## src/rtl/phy_pwr_seq_pkg.sv

```systemverilog
package phy_pwr_seq_pkg;

   // bit positions in the exported control word; the PHY decodes these
   localparam int unsigned POS_REFPAD = 28;
   localparam int unsigned POS_PWRDN  = 27;
   localparam int unsigned POS_LANE   = 24;
   localparam int unsigned POS_EN     = 8;
   localparam int unsigned POS_RST    = 7;

   typedef enum logic [2:0] {
      ST_OFF,
      ST_RST,
      ST_REFSEL,
      ST_SETTLE,
      ST_ON,
      ST_DROP_REF,
      ST_PWRDN
   } seq_state_e;

   typedef struct packed {
      logic refpad;
      logic pwrdn;
      logic lane;
      logic en;
      logic rst;
   } phy_ctl_t;

endpackage

```

## src/rtl/seq_delay_timer.sv

```systemverilog
module seq_delay_timer #(
   parameter int unsigned CNT_W = 8
) (
   input  logic             clk,
   input  logic             rst_n,
   input  logic             load,
   input  logic [CNT_W-1:0] load_val,
   output logic             expired
);

   logic [CNT_W-1:0] cnt;

   always_ff @(posedge clk or negedge rst_n) begin
      if (!rst_n) begin
         cnt <= '0;
      end else if (load) begin
         cnt <= load_val;
      end else if (cnt != '0) begin
         cnt <= cnt - CNT_W'(1);
      end
   end

   assign expired = (cnt == '0);

endmodule

```

## src/rtl/seq_ctrl_fsm.sv

```systemverilog
module seq_ctrl_fsm
   import phy_pwr_seq_pkg::*;
#(
   parameter int unsigned CNT_W       = 8,
   parameter int unsigned RST_LOAD    = 1,
   parameter int unsigned SETTLE_LOAD = 1
) (
   input  logic             clk,
   input  logic             rst_n,
   input  logic             start_req,
   input  logic             stop_req,
   input  logic             xtal_present,
   input  logic             expired,
   output logic             tmr_load,
   output logic [CNT_W-1:0] tmr_val,
   output phy_ctl_t         ctl,
   output logic             ready,
   output logic             busy
);

   seq_state_e state;

   always_ff @(posedge clk or negedge rst_n) begin
      if (!rst_n) begin
         state <= ST_OFF;
         ctl   <= '0;
         ready <= 1'b0;
      end else begin
         case (state)
            ST_OFF: if (start_req) begin
               ctl.rst   <= 1'b1;
               ctl.pwrdn <= 1'b0;
               state     <= ST_RST;
            end
            ST_RST: if (expired) begin
               ctl.rst <= 1'b0;
               state   <= ST_REFSEL;
            end
            ST_REFSEL: begin
               ctl.refpad <= xtal_present;
               state      <= ST_SETTLE;
            end
            ST_SETTLE: if (expired) begin
               ctl.en   <= 1'b1;
               ctl.lane <= 1'b1;
               ready    <= 1'b1;
               state    <= ST_ON;
            end
            ST_ON: if (stop_req) begin
               ctl.en   <= 1'b0;
               ctl.lane <= 1'b0;
               ready    <= 1'b0;
               state    <= ST_DROP_REF;
            end
            ST_DROP_REF: begin
               ctl.refpad <= 1'b0;
               state      <= ST_PWRDN;
            end
            ST_PWRDN: begin
               ctl.pwrdn <= 1'b1;
               state     <= ST_OFF;
            end
            default: state <= ST_OFF;
         endcase
      end
   end

   always_comb begin
      tmr_load = (state == ST_OFF && start_req) || (state == ST_REFSEL);
      tmr_val  = (state == ST_OFF) ? CNT_W'(RST_LOAD) : CNT_W'(SETTLE_LOAD);
      busy     = (state != ST_OFF) && (state != ST_ON);
   end

endmodule

```

## src/rtl/seq_word_pack.sv

```systemverilog
module seq_word_pack
   import phy_pwr_seq_pkg::*;
#(
   parameter int unsigned      WORD_W = 32,
   parameter logic [WORD_W-1:0] BASE  = '0
) (
   input  phy_ctl_t            ctl,
   output logic [WORD_W-1:0]   word
);

   for (genvar b = 0; b < WORD_W; b++) begin : g_bit
      if (b == POS_REFPAD) begin : g_ref
         assign word[b] = ctl.refpad;
      end else if (b == POS_PWRDN) begin : g_pd
         assign word[b] = ctl.pwrdn;
      end else if (b == POS_LANE) begin : g_lane
         assign word[b] = ctl.lane;
      end else if (b == POS_EN) begin : g_en
         assign word[b] = ctl.en;
      end else if (b == POS_RST) begin : g_rst
         assign word[b] = ctl.rst;
      end else begin : g_const
         assign word[b] = BASE[b];
      end
   end

endmodule

```

## src/rtl/phy_pwr_seq.sv

```systemverilog
module phy_pwr_seq
   import phy_pwr_seq_pkg::*;
#(
   parameter int unsigned       CYC_PER_US = 100,
   parameter int unsigned       RST_US     = 2000,
   parameter int unsigned       SETTLE_US  = 30000,
   parameter int unsigned       WORD_W     = 32,
   parameter logic [WORD_W-1:0] CTRL_BASE  = '0
) (
   input  logic              clk,
   input  logic              rst_n,
   input  logic              start_req,
   input  logic              stop_req,
   input  logic              xtal_present,
   output logic [WORD_W-1:0] ctrl_word,
   output logic              ready,
   output logic              busy
);

   localparam int unsigned RST_CYC    = RST_US * CYC_PER_US;
   localparam int unsigned SETTLE_CYC = SETTLE_US * CYC_PER_US;
   localparam int unsigned MAX_CYC    = (RST_CYC > SETTLE_CYC) ? RST_CYC : SETTLE_CYC;
   localparam int unsigned CNT_W      = $clog2(MAX_CYC + 1);
   localparam logic [WORD_W-1:0] CTL_MASK =
      (WORD_W'(1) << POS_REFPAD) | (WORD_W'(1) << POS_PWRDN) |
      (WORD_W'(1) << POS_LANE)   | (WORD_W'(1) << POS_EN)    |
      (WORD_W'(1) << POS_RST);

   if (CYC_PER_US < 1 || RST_US < 1 || SETTLE_US < 1) begin : g_bad_time
      $error("phy_pwr_seq: delay parameters must be at least 1");
   end
   if (WORD_W <= POS_REFPAD) begin : g_bad_width
      $error("phy_pwr_seq: WORD_W too narrow for the control bits");
   end
   if ((CTRL_BASE & CTL_MASK) != '0) begin : g_bad_base
      $error("phy_pwr_seq: CTRL_BASE overlaps sequencer-owned bits");
   end

   logic             tmr_load;
   logic [CNT_W-1:0] tmr_val;
   logic             tmr_expired;
   phy_ctl_t         ctl;

   seq_delay_timer #(.CNT_W(CNT_W)) u_timer (
      .clk      (clk),
      .rst_n    (rst_n),
      .load     (tmr_load),
      .load_val (tmr_val),
      .expired  (tmr_expired)
   );

   seq_ctrl_fsm #(
      .CNT_W       (CNT_W),
      .RST_LOAD    (RST_CYC - 1),
      .SETTLE_LOAD (SETTLE_CYC - 1)
   ) u_fsm (
      .clk          (clk),
      .rst_n        (rst_n),
      .start_req    (start_req),
      .stop_req     (stop_req),
      .xtal_present (xtal_present),
      .expired      (tmr_expired),
      .tmr_load     (tmr_load),
      .tmr_val      (tmr_val),
      .ctl          (ctl),
      .ready        (ready),
      .busy         (busy)
   );

   seq_word_pack #(.WORD_W(WORD_W), .BASE(CTRL_BASE)) u_pack (
      .ctl  (ctl),
      .word (ctrl_word)
   );

endmodule

```

## config.mk

```make
export PLATFORM = sky130hd
export DESIGN_NAME = phy_pwr_seq
export DESIGN_NICKNAME = d
export VERILOG_FILES = /design/src/rtl/phy_pwr_seq_pkg.sv /design/src/rtl/seq_delay_timer.sv /design/src/rtl/seq_ctrl_fsm.sv /design/src/rtl/seq_word_pack.sv /design/src/rtl/phy_pwr_seq.sv
export SDC_FILE = /design/constraint.sdc
export NUM_CORES = 1
export LEC_CHECK = 0
export BUFFER_PORTS_ARGS = -buffer_cell sky130_fd_sc_hd__buf_2
export CORE_MARGIN = 2
export CORE_UTILIZATION = 55
export DETAILED_ROUTE_END_ITERATION = 8
export PLACE_DENSITY = 0.78
export RECOVER_POWER = 25
export SLEW_MARGIN = 20
export SYNTH_ARGS = -nofsm -noshare
export SYNTH_HDL_FRONTEND = slang
export SYNTH_SLANG_ARGS = --single-unit
```

## constraint.sdc

```tcl
create_clock -name clk -period 3.5 [get_ports clk]
set_clock_uncertainty 0.05 [all_clocks]
set_input_delay 0.35 -clock clk [delete_from_list [all_inputs] [get_ports clk]]
set_output_delay 0.35 -clock clk [all_outputs]
set_load 0.05 [all_outputs]
```

# ---- Yosys cells after proc, flatten, opt, wreduce, memory -nomap -nowiden
# Cells that the tools add are included.
dict set report word_totals {
  regBits 31
  input_bits 5
  output_inout_bits 34
  elab_cells 56
}
dict set report classes {
  add_sub_neg 1
  eq_ne 11
  mux 20
  n_reduce_logical 16
}
# op count
set ops {}
lappend ops {{22-bit two-way mux} 3}
lappend ops {{22-bit logical NOT} 1}
lappend ops {{22-bit nonzero test} 1}
lappend ops {{22-bit by 1-bit subtractor with 22-bit output, second input constant} 1}
lappend ops {{3-bit case mux with 6 select lines} 1}
lappend ops {{3-bit two-way mux} 4}
lappend ops {{2-bit nonzero test} 5}
lappend ops {{3-bit equality test, second input constant} 3}
lappend ops {{2-bit != test, second input constant} 4}
lappend ops {{1-bit case mux with 2 select lines} 4}
lappend ops {{3-bit by 2-bit equality test with 1-bit output, second input constant} 2}
lappend ops {{3-bit AND reduction} 2}
lappend ops {{1-bit two-way mux} 5}
lappend ops {{2-bit two-way mux} 2}
lappend ops {{2-bit case mux with 2 select lines} 1}
lappend ops {{4-bit AND reduction} 1}
lappend ops {{3-bit by 1-bit equality test with 1-bit output, second input constant} 1}
lappend ops {{3-bit logical NOT} 1}
lappend ops {{3-bit != test, second input constant} 1}
lappend ops {{3-bit nonzero test} 1}
lappend ops {{1-bit logical AND} 2}
lappend ops {{2-bit AND reduction} 1}
lappend ops {{1-bit logical OR} 1}

# ---- Logic depth before layout (Yosys ltp)
# Gate-level depths: netlist of run 1.
dict set report logic_depth {
  ltp_word 4
  depth_mapped 7
}

# ---- Cells and area by module
# Synthesis of run 1 repeated with hierarchy kept, for this count alone.
dict set report hier_totals {
  cells_unflattened 246
  hier_area_um2 2175.8
}
# mod n_inst cells_each area_per_inst_um2 seq_area_each_um2
set by_module_without_submodules {}
lappend by_module_without_submodules {seq_delay_timer 1 150 1362.6 550.5}
lappend by_module_without_submodules {seq_ctrl_fsm 1 63 569.3 175.2}
lappend by_module_without_submodules {seq_word_pack 1 33 244.0 0.0}

# ---- Least setup slack after synthesis of run 1
# No wires, ideal clock.
dict set report synth_path {
  path_type {register to register}
  from {register u_timer.cnt[5]}
  to {register u_timer.cnt[4]}
  arrival_ns 1.564
  t_required_ns 3.316
  path_slack_ns 1.752
  path_stages_with_launch 7
  path_buffers 1
  period_less_slack_ns 1.748
  path_cell_list {dfrtp_1 -> nor4_4 -> nand4_4 -> buf_6 -> o211ai_2 -> xor2_1 -> nand2_1}
}
dict set report synth_between {
  elab_chain_len 2
}
# item line_no
set synth_lines {}
lappend synth_lines {{from (decl)} seq_delay_timer.sv:11} ;# logic [CNT_W-1:0] cnt;
lappend synth_lines {{from (signal assigned)} seq_delay_timer.sv:17} ;# cnt <= load_val;
lappend synth_lines {{from (signal assigned)} seq_delay_timer.sv:19} ;# cnt <= cnt - CNT_W'(1);
lappend synth_lines {{22-bit nonzero test} seq_delay_timer.sv:18} ;# end else if (cnt != '0) begin
lappend synth_lines {{2-bit nonzero test (no source line)} --}
# No other way between the ends.
# A chain may end at the register's enable or synchronous reset.

# ---- Worst setup path after layout of run 1
dict set report layout_path {
  from {register u_timer.cnt[14]}
  to {register u_timer.cnt[6]}
}
# The elaborated chain is that of the path after synthesis.

==> impl_metrics.csv, run 1 <==
group,metric,value,unit
job,cap_violations,1,
timing,worst_slew_pin_slew,1.53,ns
setup_path,r2r_slack,1.41,ns
setup_path,critPathCaptureType,"flop",
power,powerDensity,538,nW/um2
setup_path,cp_data_arrival_time,2.25,ns
drt,initialDrtViolationCount,54,
layout,drive_gt1_share,14.6,%
layout,finalNetCount,217,
setup_path,slowest_delay,0.47,ns
die,fp.dieArea,3820,um2
layout,antenna_cells,0,
setup_path,worst_ep_required_time,3.66,ns
drt,route.detailed.drc,0,
drt,drt_first_pass_iters,4,
clock_network,clkTransAtPathRegs,0.09,ns
clock_network,clock-sinks,29,
drt,dr_total_vias,1288,
timing,post-route-period-util,59.7,%
yosys,ys_types,41,
placement,post-place-ws,1.45,ns
die,start_util,59.2,%
power,ir_worst_vdd,0.304,mV
die,io_pins,39,
timing,slew_headroom,-1.97,%
placement,io_buffer_count,11,
timing,max_freq,479,MHz
setup_path,worstSetupStartpointType,"flop",
clock_network,cts_max_path_buffers,2,
setup_path,reg2reg_from,"u_timer.cnt[14]$_DFFE_PN0P_",
yosys,postSynth.asyncResetShare,100,%
grt,grt_pass1_vias,1163,
timing,finalSetupTns,0,ns
clock_network,cts_tree,"done",
setup_path,cp_slowest_cell,"nand4b_1",
clock_network,htreeDepth,2,
power,total_power,0.00101,W
setup_path,worstSetupPathType,"reg2reg",
grt,antenna_found_initial,0,
grt,grt_max_degree,30,
yosys,netlist.area_leader.share,39.5,%
yosys,synth_top_area_cell,"dfrtp_1",
grt,grt_overflow,0,
worst_hold_path,hold_path.class,"in2reg",
drt,wire_per_inst,12.7,um
yosys,yosysWarnings,0,
die,coreArea,3100,um2
clock_network,cts_root_buf,"clkbuf_4",
yosys,synth_edf_count,0,
yosys,syn-mean-instance-area,9.18,um2
clock_network,cts_buffers,5,
timing,setup_viol,0,
yosys,ys.flop_type,"dfrtp_1",
yosys,yosysSeqAreaShare,39.5,%
yosys,synthesis.instances,200,
drt,postRouteAntennaNets,0,
setup_path,crit_fanout,11,
timing,fin_ws,1.41,ns
yosys,synth_area,1840,um2
status,status,"complete, but fails checks",
clock_network,clk_latency,0.32,ns
die,die_y,61.8,um
setup_path,setup.worst_path.end,"u_timer.cnt[6]$_DFFE_PN0P_",
power,power_leakage,0.807,nW
layout,fillCellCount,299,
timing,slew_violations,30,
setup_path,path_cells,"nor4_1 -> nand4b_1 -> o21ai_0 -> xor2_1 -> nor2_1",
setup_path,startpoint,"u_timer.cnt[14]$_DFFE_PN0P_",
yosys,synth_seq_cells,29,
drt,via_per_inst,5.03,
setup_path,reg2reg_depth,5,
timing,period_minus_slack,2.09,ns
die,die_x,61.8,um
layout,fin_util,60.6,%
setup_path,reg2reg_to,"u_timer.cnt[6]$_DFFE_PN0P_",
placement,place.gp.congestion,0.821,
timing,rsz0062_at_grt,"false",
layout,syn_to_final_growth,2.38,%
yosys,yosys-top-cells-area,"dfrtp_1, buf_4, nor2_1",
timing,report.final.hold_viol_count,0,
grt,grt_first_pass_wirelength,5560,um
grt,grt_usage,20.2,%
status,violations,"max-capacitance violations, max-slew violations",
die,row_count,20,
placement,hpwl,2360,um
drt,routed_wl,3250,um
layer usage:
metal  global-route usage, %  part of all wire [%]
met5                       0                     0
met3                    6.21                   5.1
met1                    29.0                    48
met4                    5.47                  0.89
met2                    29.8                    46
critical path: cells and delay by family, from the launching register on:
family,cells,cell delay [ns]
xor gates and xnor gates,1,0.18
AOI/OAI and AO/OA,1,0.39
DFF,1,0.43
and+or+nand+nor,3,0.93
flip-flops by register name, indices dropped and copies added (netlist names):
| register | flops |
|---|---|
| u_timer.cnt | 22 |
| u_fsm.state | 3 |
| u_fsm.ctl | 4 |
through the flow:
stage	hold slack (ns)	instances	instance area, um2
2_1_floorplan	0.00441	226	1930
3_3_place_gp	0.359	247	1800
3_5_place_dp	0.363	247	1800
4_1_cts	0.211	256	1880
5_1_grt	0.240	256	1880
6_report	0.223	256	1880
worst min-delay path by stage:
stage	slack (ns)	end	depth (start not counted)	startpoint
2_1_floorplan	0.004	u_fsm.ctl[0]$_DFFE_PN0P_	0	rst_n
3_3_place_gp	0.36	u_timer.cnt[19]$_DFFE_PN0P_	1	rst_n
3_5_place_dp	0.36	u_timer.cnt[19]$_DFFE_PN0P_	1	rst_n
4_1_cts	0.21	u_fsm.state[0]$_DFFE_PN0P_	3	stop_req
5_1_grt	0.24	u_fsm.state[0]$_DFFE_PN0P_	3	stop_req
6_report	0.22	u_fsm.state[0]$_DFFE_PN0P_	3	stop_req
cell usage after synthesis (all sizes together) (3+ instances only):
cell,n
a21oi,9
buf,32
clkbuf,3
dfrtp,29
inv,8
nand2,12
nand2b,3
nand3,6
nand4,3
nor2,21
nor3,7
nor4,6
o211ai,5
o21ai,15
o31ai,3
xnor2,9
xor2,8
report_power, final:
group	total, W	switching [W]	internal (W)
clock network	0.000231	0.000114	0.000116
registers	0.000485	0.0000846	0.000401
logic	0.000296	0.000190	0.000106
logic make-up (layout without fill, tap and decap cells):
| logic type | after synthesis | after routing | share of synthesized area, % |
|---|---|---|---|
| AO/OA/AOI/OAI | 36 | 36 | 12.3 |
| XOR/XNOR | 17 | 17 | 8.11 |
| adder cells (fa/ha/maj) | 1 | 1 | 0.681 |
| buffers and inverters | 43 | 29 | 15.3 |
| flip-flops | 29 | 29 | 39.5 |
| multiplexers | 1 | 1 | 0.545 |
| other | 1 | 27 | 0.204 |
| AND/OR/NAND/NOR | 72 | 72 | 23.4 |
area by class of cell:
class / instances / area [um2] / share of cell area, %
Tap cell: 44 / 55.1 / 2.93
Sequential cell: 29 / 726 / 38.6
Clock buffer: 7 / 65.1 / 3.46
Inverter: 8 / 30.0 / 1.60
Clock inverter: 1 / 5.00 / 0.266
Multi-Input combinational cell: 154 / 928 / 49.4
Timing Repair Buffer: 13 / 71.3 / 3.79
repair_timing:
item,4_1_cts,5_1_grt
hold buffers,1,0
buffers inserted,0,0
resized for setup,0,0
hold endpoints to repair,1,0
placed cells by master, fill, tap and decap left out, types with 3 or more instances in the layout:
cell type / n
dfrtp_1: 29
nand3_1: 5
o211ai_2: 3
nor3_1: 7
o21ai_0: 10
xnor2_1: 9
nand2_1: 12
o31ai_1: 3
buf_2: 10
nand2b_1: 3
conb_1: 27
o21ai_1: 4
inv_1: 8
nor2_1: 21
clkbuf_4: 5
a21oi_1: 9
xor2_1: 8
Note: power is estimated with default switching activity, not from simulation.
==> run 2: changes to the inputs <==
--- a/config.mk
+++ b/config.mk
@@ -5,11 +5,12 @@
 export SDC_FILE = /design/constraint.sdc
 export NUM_CORES = 1
 export LEC_CHECK = 0
+export ABC_AREA = 1
 export BUFFER_PORTS_ARGS = -buffer_cell sky130_fd_sc_hd__buf_2
 export CORE_MARGIN = 2
 export CORE_UTILIZATION = 55
 export DETAILED_ROUTE_END_ITERATION = 8
-export PLACE_DENSITY = 0.78
+export PLACE_DENSITY = 0.77
 export RECOVER_POWER = 25
 export SLEW_MARGIN = 20
 export SYNTH_ARGS = -nofsm -noshare
==> constraint.sdc (replaced) <==
create_clock -name clk -period 2.2 [get_ports clk]
set_clock_uncertainty 0.05 [all_clocks]
set_input_delay 0.22 -clock clk [delete_from_list [all_inputs] [get_ports clk]]
set_output_delay 0.22 -clock clk [all_outputs]
set_load 0.05 [all_outputs]
==> impl_metrics.csv, run 2 <==
group,metric,value,unit
setup_path,crit_fanout,12,
yosys,ys_types,35,
setup_path,worst_ep_required_time,2.30,ns
drt,drt_first_pass_iters,4,
yosys,postSynth.asyncResetShare,100,%
timing,rsz0062_at_grt,"false",
grt,grt_max_degree,30,
placement,hpwl,2900,um
layout,largest_reg_flops,22,
power,powerDensity,1060,nW/um2
setup_path,worstSetupStartpointType,"flop",
yosys,synth_area,2020,um2
placement,post-place-cells,302,
clock_network,cts_setup_buffers,0,
drt,dr_total_vias,1569,
setup_path,r2r_slack,0.37,ns
grt,grt_usage,20.8,%
placement,place.gp.congestion,0.866,
setup_path,cp_data_arrival_time,1.93,ns
timing,max_freq,546,MHz
yosys,synth_seq_cells,29,
die,io_pins,39,
job,cap_violations,0,
yosys,yosysSeqAreaShare,35.9,%
yosys,netlist.area_leader.share,35.9,%
clock_network,clkTransAtPathRegs,0.06,ns
drt,initialDrtViolationCount,46,
setup_path,startpoint,"u_timer.cnt[0]$_DFFE_PN0P_",
layout,top_register,"u_timer.cnt",
grt,grt_overflow,0,
layout,final_common_cell,"nor2_1",
die,row_count,22,
die,die_y,64.6,um
yosys,synth_commonest_cells,"nor2_1, nand2_1, buf_4, dfrtp_1, nand3_1",
setup_path,reg2reg_to,"u_timer.cnt[5]$_DFFE_PN0P_",
power,power_leakage,1.01,nW
layout,finalNetCount,268,
die,die_x,64.6,um
yosys,synth_top_area_cell,"dfrtp_1",
clock_network,cts_max_path_buffers,2,
setup_path,reg2reg_depth,9,
setup_path,reg2reg_from,"u_timer.cnt[0]$_DFFE_PN0P_",
yosys,syn-mean-instance-area,8.12,um2
timing,setup_viol,0,
yosys,yosysWarnings,0,
clock_network,cts_root_buf,"clkbuf_8",
drt,routed_wl,3760,um
clock_network,clock-sinks,29,
grt,antenna_found_initial,0,
setup_path,worstSetupPathType,"reg2reg",
yosys,yosys-top-cells-area,"dfrtp_1, buf_4, nor2_1",
clock_network,cts_buffers,5,
grt,grt_first_pass_wirelength,6530,um
clock_network,htreeDepth,2,
layout,reg_top3,"u_timer.cnt x22, u_fsm.ctl x4, u_fsm.state x3",
timing,report.final.hold_viol_count,0,
placement,io_buffer_count,11,
yosys,synthesis.instances,249,
power,ir_worst_vdd,0.705,mV
timing,slew_violations,0,
layout,drive_gt1_share,20.5,%
worst_hold_path,hp-start,"xtal_present",
die,fp.dieArea,4180,um2
drt,wire_per_inst,12.1,um
yosys,ys.flop_type,"dfrtp_1",
worst_hold_path,hold_end,"u_fsm.ctl[4]$_DFFE_PN0P_",
timing,slew_headroom,57.8,%
layout,most-common-layout-cells,"nor2_1, nand2_1, dfrtp_1",
timing,finalSetupTns,0,ns
layout,syn_to_final_growth,4.15,%
drt,route.detailed.drc,0,
worst_hold_path,hold_path.class,"in2reg",
yosys,yosysMostFrequentCell,"nor2_1",
clock_network,cts_tree,"done",
timing,worst_slew_pin_slew,0.634,ns
timing,period_minus_slack,1.83,ns
layout,stdcell_count,311,
clock_network,ctsResizeCount,0,
die,start_util,56.0,%
die,coreArea,3610,um2
timing,post-route-period-util,83.3,%
setup_path,critPathCaptureType,"flop",
drt,postRouteAntennaNets,0,
grt,grt_pass1_vias,1401,
layout,fillCellCount,326,
layout,antenna_cells,0,
clock_network,clk_latency,0.28,ns
status,status,"completed",
yosys,synth_edf_count,0,
worst_hold_path,whs_path_depth,3,
drt,via_per_inst,5.05,
run 2: cell types whose count changed in the layout (fill, tap and decap cells not counted), sizes merged, moves of 8 or more:
cell | previous run | this run
nor2 | 21 | 41
xnor2 | 9 | 1
inv | 8 | 26
nand3 | 6 | 22
nand2 | 12 | 40
run 2: final cells by class:
cell class | count | area [um2] | area share, %
clock inverters | 1 | 30.0 | 1.43
flip-flops and latches | 29 | 726 | 34.5
well taps | 48 | 60.1 | 2.85
clock buffers | 7 | 86.3 | 4.10
multi-input cells | 187 | 1020 | 48.7
inverters | 27 | 113 | 5.35
repair buffers | 12 | 65.1 | 3.09
run 2: worst max-delay path: stages, from the launching register on:
cell,delay (ns)
dfrtp_1,0.38
inv_1,0.09
ha_1,0.27
nand2_4,0.11
nor2_4,0.13
nand2_2,0.08
clkinv_2,0.08
nand2_4,0.07
nor2_4,0.33
o22ai_1,0.11
run 2: per-stage QoR:
| step | setup slack, ns | hold slack (ns) | total power, W | util, % | cell area, um2 |
|---|---|---|---|---|---|
| 6_report | 0.368 | 0.119 | 0.00223 | 58.4 | 2100 |
| 3_3_place_gp | 0.423 | 0.225 | 0.00165 | 54.9 | 1980 |
| 2_1_floorplan | 0.623 | -0.126 | 0.00155 | - | 2120 |
| 4_1_cts | 0.367 | 0.116 | 0.00224 | 58.4 | 2100 |
| 3_5_place_dp | 0.369 | 0.228 | 0.00167 | 54.9 | 1980 |
| 5_1_grt | 0.217 | 0.134 | 0.00239 | 58.4 | 2100 |
run 2: kinds of logic (layout without fill, tap and decap cells):
logic type / count (synthesis) / after routing / share of synthesized area [%]
buffers and inverters: 59 / 47 / 18.2
adder cells (fa/ha/maj): 1 / 1 / 0.619
XOR/XNOR: 7 / 7 / 3.03
other: 1 / 27 / 0.186
AO/OA/AOI/OAI: 36 / 36 / 11.6
AND/OR/NAND/NOR: 116 / 116 / 30.4
flip-flops: 29 / 29 / 35.9
run 2: routing by layer:
layer	wire, um	vias to the layer above	part of all wire (%)	track usage (%)
li1	-	783	-	-
met2	1690	56	45	31.6
met5	0	-	0	0
met1	1800	719	48	28.5
met4	85	0	2.3	8.51
met3	192	11	5.1	4.86
run 2: report_power, final:
| group | total, W | leakage (nW) | internal (W) | switching (W) |
|---|---|---|---|---|
| combinational | 0.000787 | 0.608 | 0.000260 | 0.000527 |
| clock | 0.000565 | 0.0585 | 0.000369 | 0.000197 |
| sequential | 0.000882 | 0.340 | 0.000699 | 0.000182 |
run 2: worst max path at each step:
stage,end,slack [ns],cells after the start
detailed placement,u_timer.cnt[5]$_DFFE_PN0P_,0.37,9
CTS,u_timer.cnt[5]$_DFFE_PN0P_,0.37,9
global route,u_timer.cnt[10]$_DFFE_PN0P_,0.22,8
finish,u_timer.cnt[5]$_DFFE_PN0P_,0.37,9
floorplan,u_timer.cnt[20]$_DFFE_PN0P_,0.62,10
global placement,u_timer.cnt[5]$_DFFE_PN0P_,0.42,9
run 2: timing repair:
action                                 in CTS  in global routing
hold buffers                                1                  0
setup endpoints to repair                   0                  0
endpoints found under the hold margin      29                  0
==> run 3: changes to the inputs <==
==> constraint.sdc (replaced) <==
create_clock -name clk -period 1.8 [get_ports clk]
set_clock_uncertainty 0.05 [all_clocks]
set_input_delay 0.18 -clock clk [delete_from_list [all_inputs] [get_ports clk]]
set_output_delay 0.18 -clock clk [all_outputs]
set_load 0.05 [all_outputs]
==> impl_metrics.csv, run 3 (synthesized netlist as in run 2, its figures left out) <==
group,metric,value,unit
drt,wire_per_inst,12.7,um
clock_network,cts_root_buf,"clkbuf_8",
clock_network,clkTransAtPathRegs,0.05,ns
drt,route.detailed.drc,0,
timing,period_minus_slack,1.67,ns
setup_path,cpLargestDelayFamily,"simple AND/OR/NAND/NOR gates",
drt,via_per_inst,4.99,
setup_path,path_buf_inv,3,
setup_path,reg2reg_depth,10,
power,p_int,0.00143,W
layout,finalNetCount,271,
layout,final_area,2110,um2
grt,grt_max_degree,30,
timing,report.final.hold_viol_count,0,
power,power_frac_seq,42.2,%
grt,antenna_found_initial,0,
power,powerDensity,1210,nW/um2
layout,syn_to_final_growth,4.27,%
layout,largest_reg_flops,22,
grt,grt_overflow,0,
timing,post-route-period-util,92.7,%
setup_path,critPathCaptureType,"flop",
setup_path,r2r_slack,0.13,ns
die,start_util,56.0,%
grt,grt_usage,21.9,%
grt,grt_pass1_vias,1431,
power,power_leakage,1.01,nW
layout,fin_util,58.4,%
timing,fin_ws,0.132,ns
setup_path,cp.depth,10,
placement,post-place-ws,0.108,ns
drt,postRouteAntennaNets,0,
die,die_y,64.6,um
clock_network,cts_buffers,5,
drt,initialDrtViolationCount,67,
drt,dr_total_vias,1557,
layout,top_register,"u_timer.cnt",
clock_network,cts_max_path_buffers,2,
placement,hpwl,2990,um
placement,io_buffer_count,11,
status,status,"completed",
power,swShare,44.0,%
setup_path,worst_ep_required_time,1.91,ns
power,p_sw,0.00112,W
job,cap_violations,0,
setup_path,reg2reg_from,"u_timer.cnt[0]$_DFFE_PN0P_",
setup_path,slowest_delay,0.39,ns
drt,routed_wl,3960,um
timing,rsz0062_at_grt,"false",
setup_path,crit_fanout,11,
placement,place.gp.congestion,0.874,
setup_path,reg2reg_to,"u_timer.cnt[18]$_DFFE_PN0P_",
setup_path,cp_data_arrival_time,1.78,ns
timing,setup_viol,0,
layout,most-common-layout-cells,"nor2_1, nand2_1, dfrtp_1",
setup_path,startpoint,"u_timer.cnt[0]$_DFFE_PN0P_",
die,fp.dieArea,4180,um2
layout,antenna_cells,0,
setup_path,setup.worst_path.end,"u_timer.cnt[18]$_DFFE_PN0P_",
worst_hold_path,hold_path.class,"in2reg",
setup_path,worstSetupStartpointType,"flop",
die,coreArea,3610,um2
placement,post_dp_cell_area,2010,um2
clock_network,htreeDepth,2,
timing,slew_violations,0,
timing,slew_headroom,53.8,%
clock_network,cts_tree,"done",
die,io_pins,39,
grt,grt_first_pass_wirelength,6770,um
layout,reg_top3,"u_timer.cnt x22, u_fsm.ctl x4, u_fsm.state x3",
layout,fillCellCount,341,
clock_network,clock-sinks,29,
timing,worst_slew_pin_slew,0.694,ns
die,die_x,64.6,um
timing,max_freq,599,MHz
drt,drt_first_pass_iters,4,
power,clkPwrFrac,19.0,%
power,ir_worst_vdd,0.764,mV
die,row_count,22,
power,combPwrFrac,38.8,%
setup_path,cp_slowest_cell,"dfrtp_1",
setup_path,path_cells,"inv_1 -> ha_2 -> nand2_4 -> nor2_4 -> nand2_2 -> clkinv_2 -> nand2_4 -> nor2_4 -> buf_12 -> a21oi_2",
timing,finalSetupTns,0,ns
setup_path,worstSetupPathType,"reg2reg",
layout,drive_gt1_share,22.0,%
clock_network,clk_latency,0.28,ns
-- run 3: power groups by stage --
stage,logic [W],clock network [W],registers [W]
6_report,0.000991,0.000486,0.00108
5_1_grt,0.00111,0.000530,0.00110
4_1_cts,0.000983,0.000502,0.00107
3_5_place_dp,0.000975,0,0.00108
3_3_place_gp,0.000951,0,0.00107
2_1_floorplan,0.000833,0,0.00106
-- run 3: worst min path at each step --
stage               slack, ns  cells after the start    startpoint                          to
CTS                      0.09                      3  xtal_present    u_fsm.ctl[4]$_DFFE_PN0P_
detailed placement       0.19                      1         rst_n  u_fsm.state[0]$_DFFE_PN0P_
global route              0.1                      3  xtal_present    u_fsm.ctl[4]$_DFFE_PN0P_
finish                    0.1                      3  xtal_present    u_fsm.ctl[4]$_DFFE_PN0P_
floorplan               -0.17                      0         rst_n    u_fsm.ctl[0]$_DFFE_PN0P_
global placement         0.19                      1         rst_n  u_fsm.state[0]$_DFFE_PN0P_
-- run 3: worst min-delay path: cells and delay by family --
| kind | cells | cell delay [ns] |
|---|---|---|
| buffers and inverters | 1 | 0.08 |
| AND/OR/NAND/NOR | 2 | 0.13 |
-- run 3: cell type report --
class / count / area (um2) / share of cell area, %
multi-input combinational: 187 / 1030 / 49.1
sequential: 29 / 726 / 34.4
inverter: 27 / 113 / 5.34
timing repair buffer: 15 / 100 / 4.75
clock buffer: 5 / 68.8 / 3.27
tap: 48 / 60.1 / 2.85
clock inverter: 1 / 5.00 / 0.238
-- run 3: metrics by stage --
| stage | hold WS, ns | total power [W] | cells |
|---|---|---|---|
| 2_1_floorplan | -0.166 | 0.00189 | 275 |
| 3_3_place_gp | 0.186 | 0.00202 | 305 |
| 3_5_place_dp | 0.194 | 0.00205 | 305 |
| 4_1_cts | 0.0861 | 0.00255 | 312 |
| 5_1_grt | 0.0953 | 0.00275 | 312 |
| 6_report | 0.0977 | 0.00255 | 312 |
-- run 3: timing repair --
action,in CTS,in global routing
endpoints found under the hold margin,29,0
gates resized for setup,0,3
setup buffers,0,0
setup endpoints to repair,0,11
hold buffers,1,0
-- run 3: metal layers --
| metal | wire length (um) | vias up | track usage [%] |
|---|---|---|---|
| met5 | 0 | - | 0 |
| met1 | 1780 | 718 | 29.3 |
| met4 | 54 | 0 | 8.78 |
| li1 | - | 782 | - |
| met2 | 1910 | 52 | 34.8 |
| met3 | 216 | 5 | 4.69 |
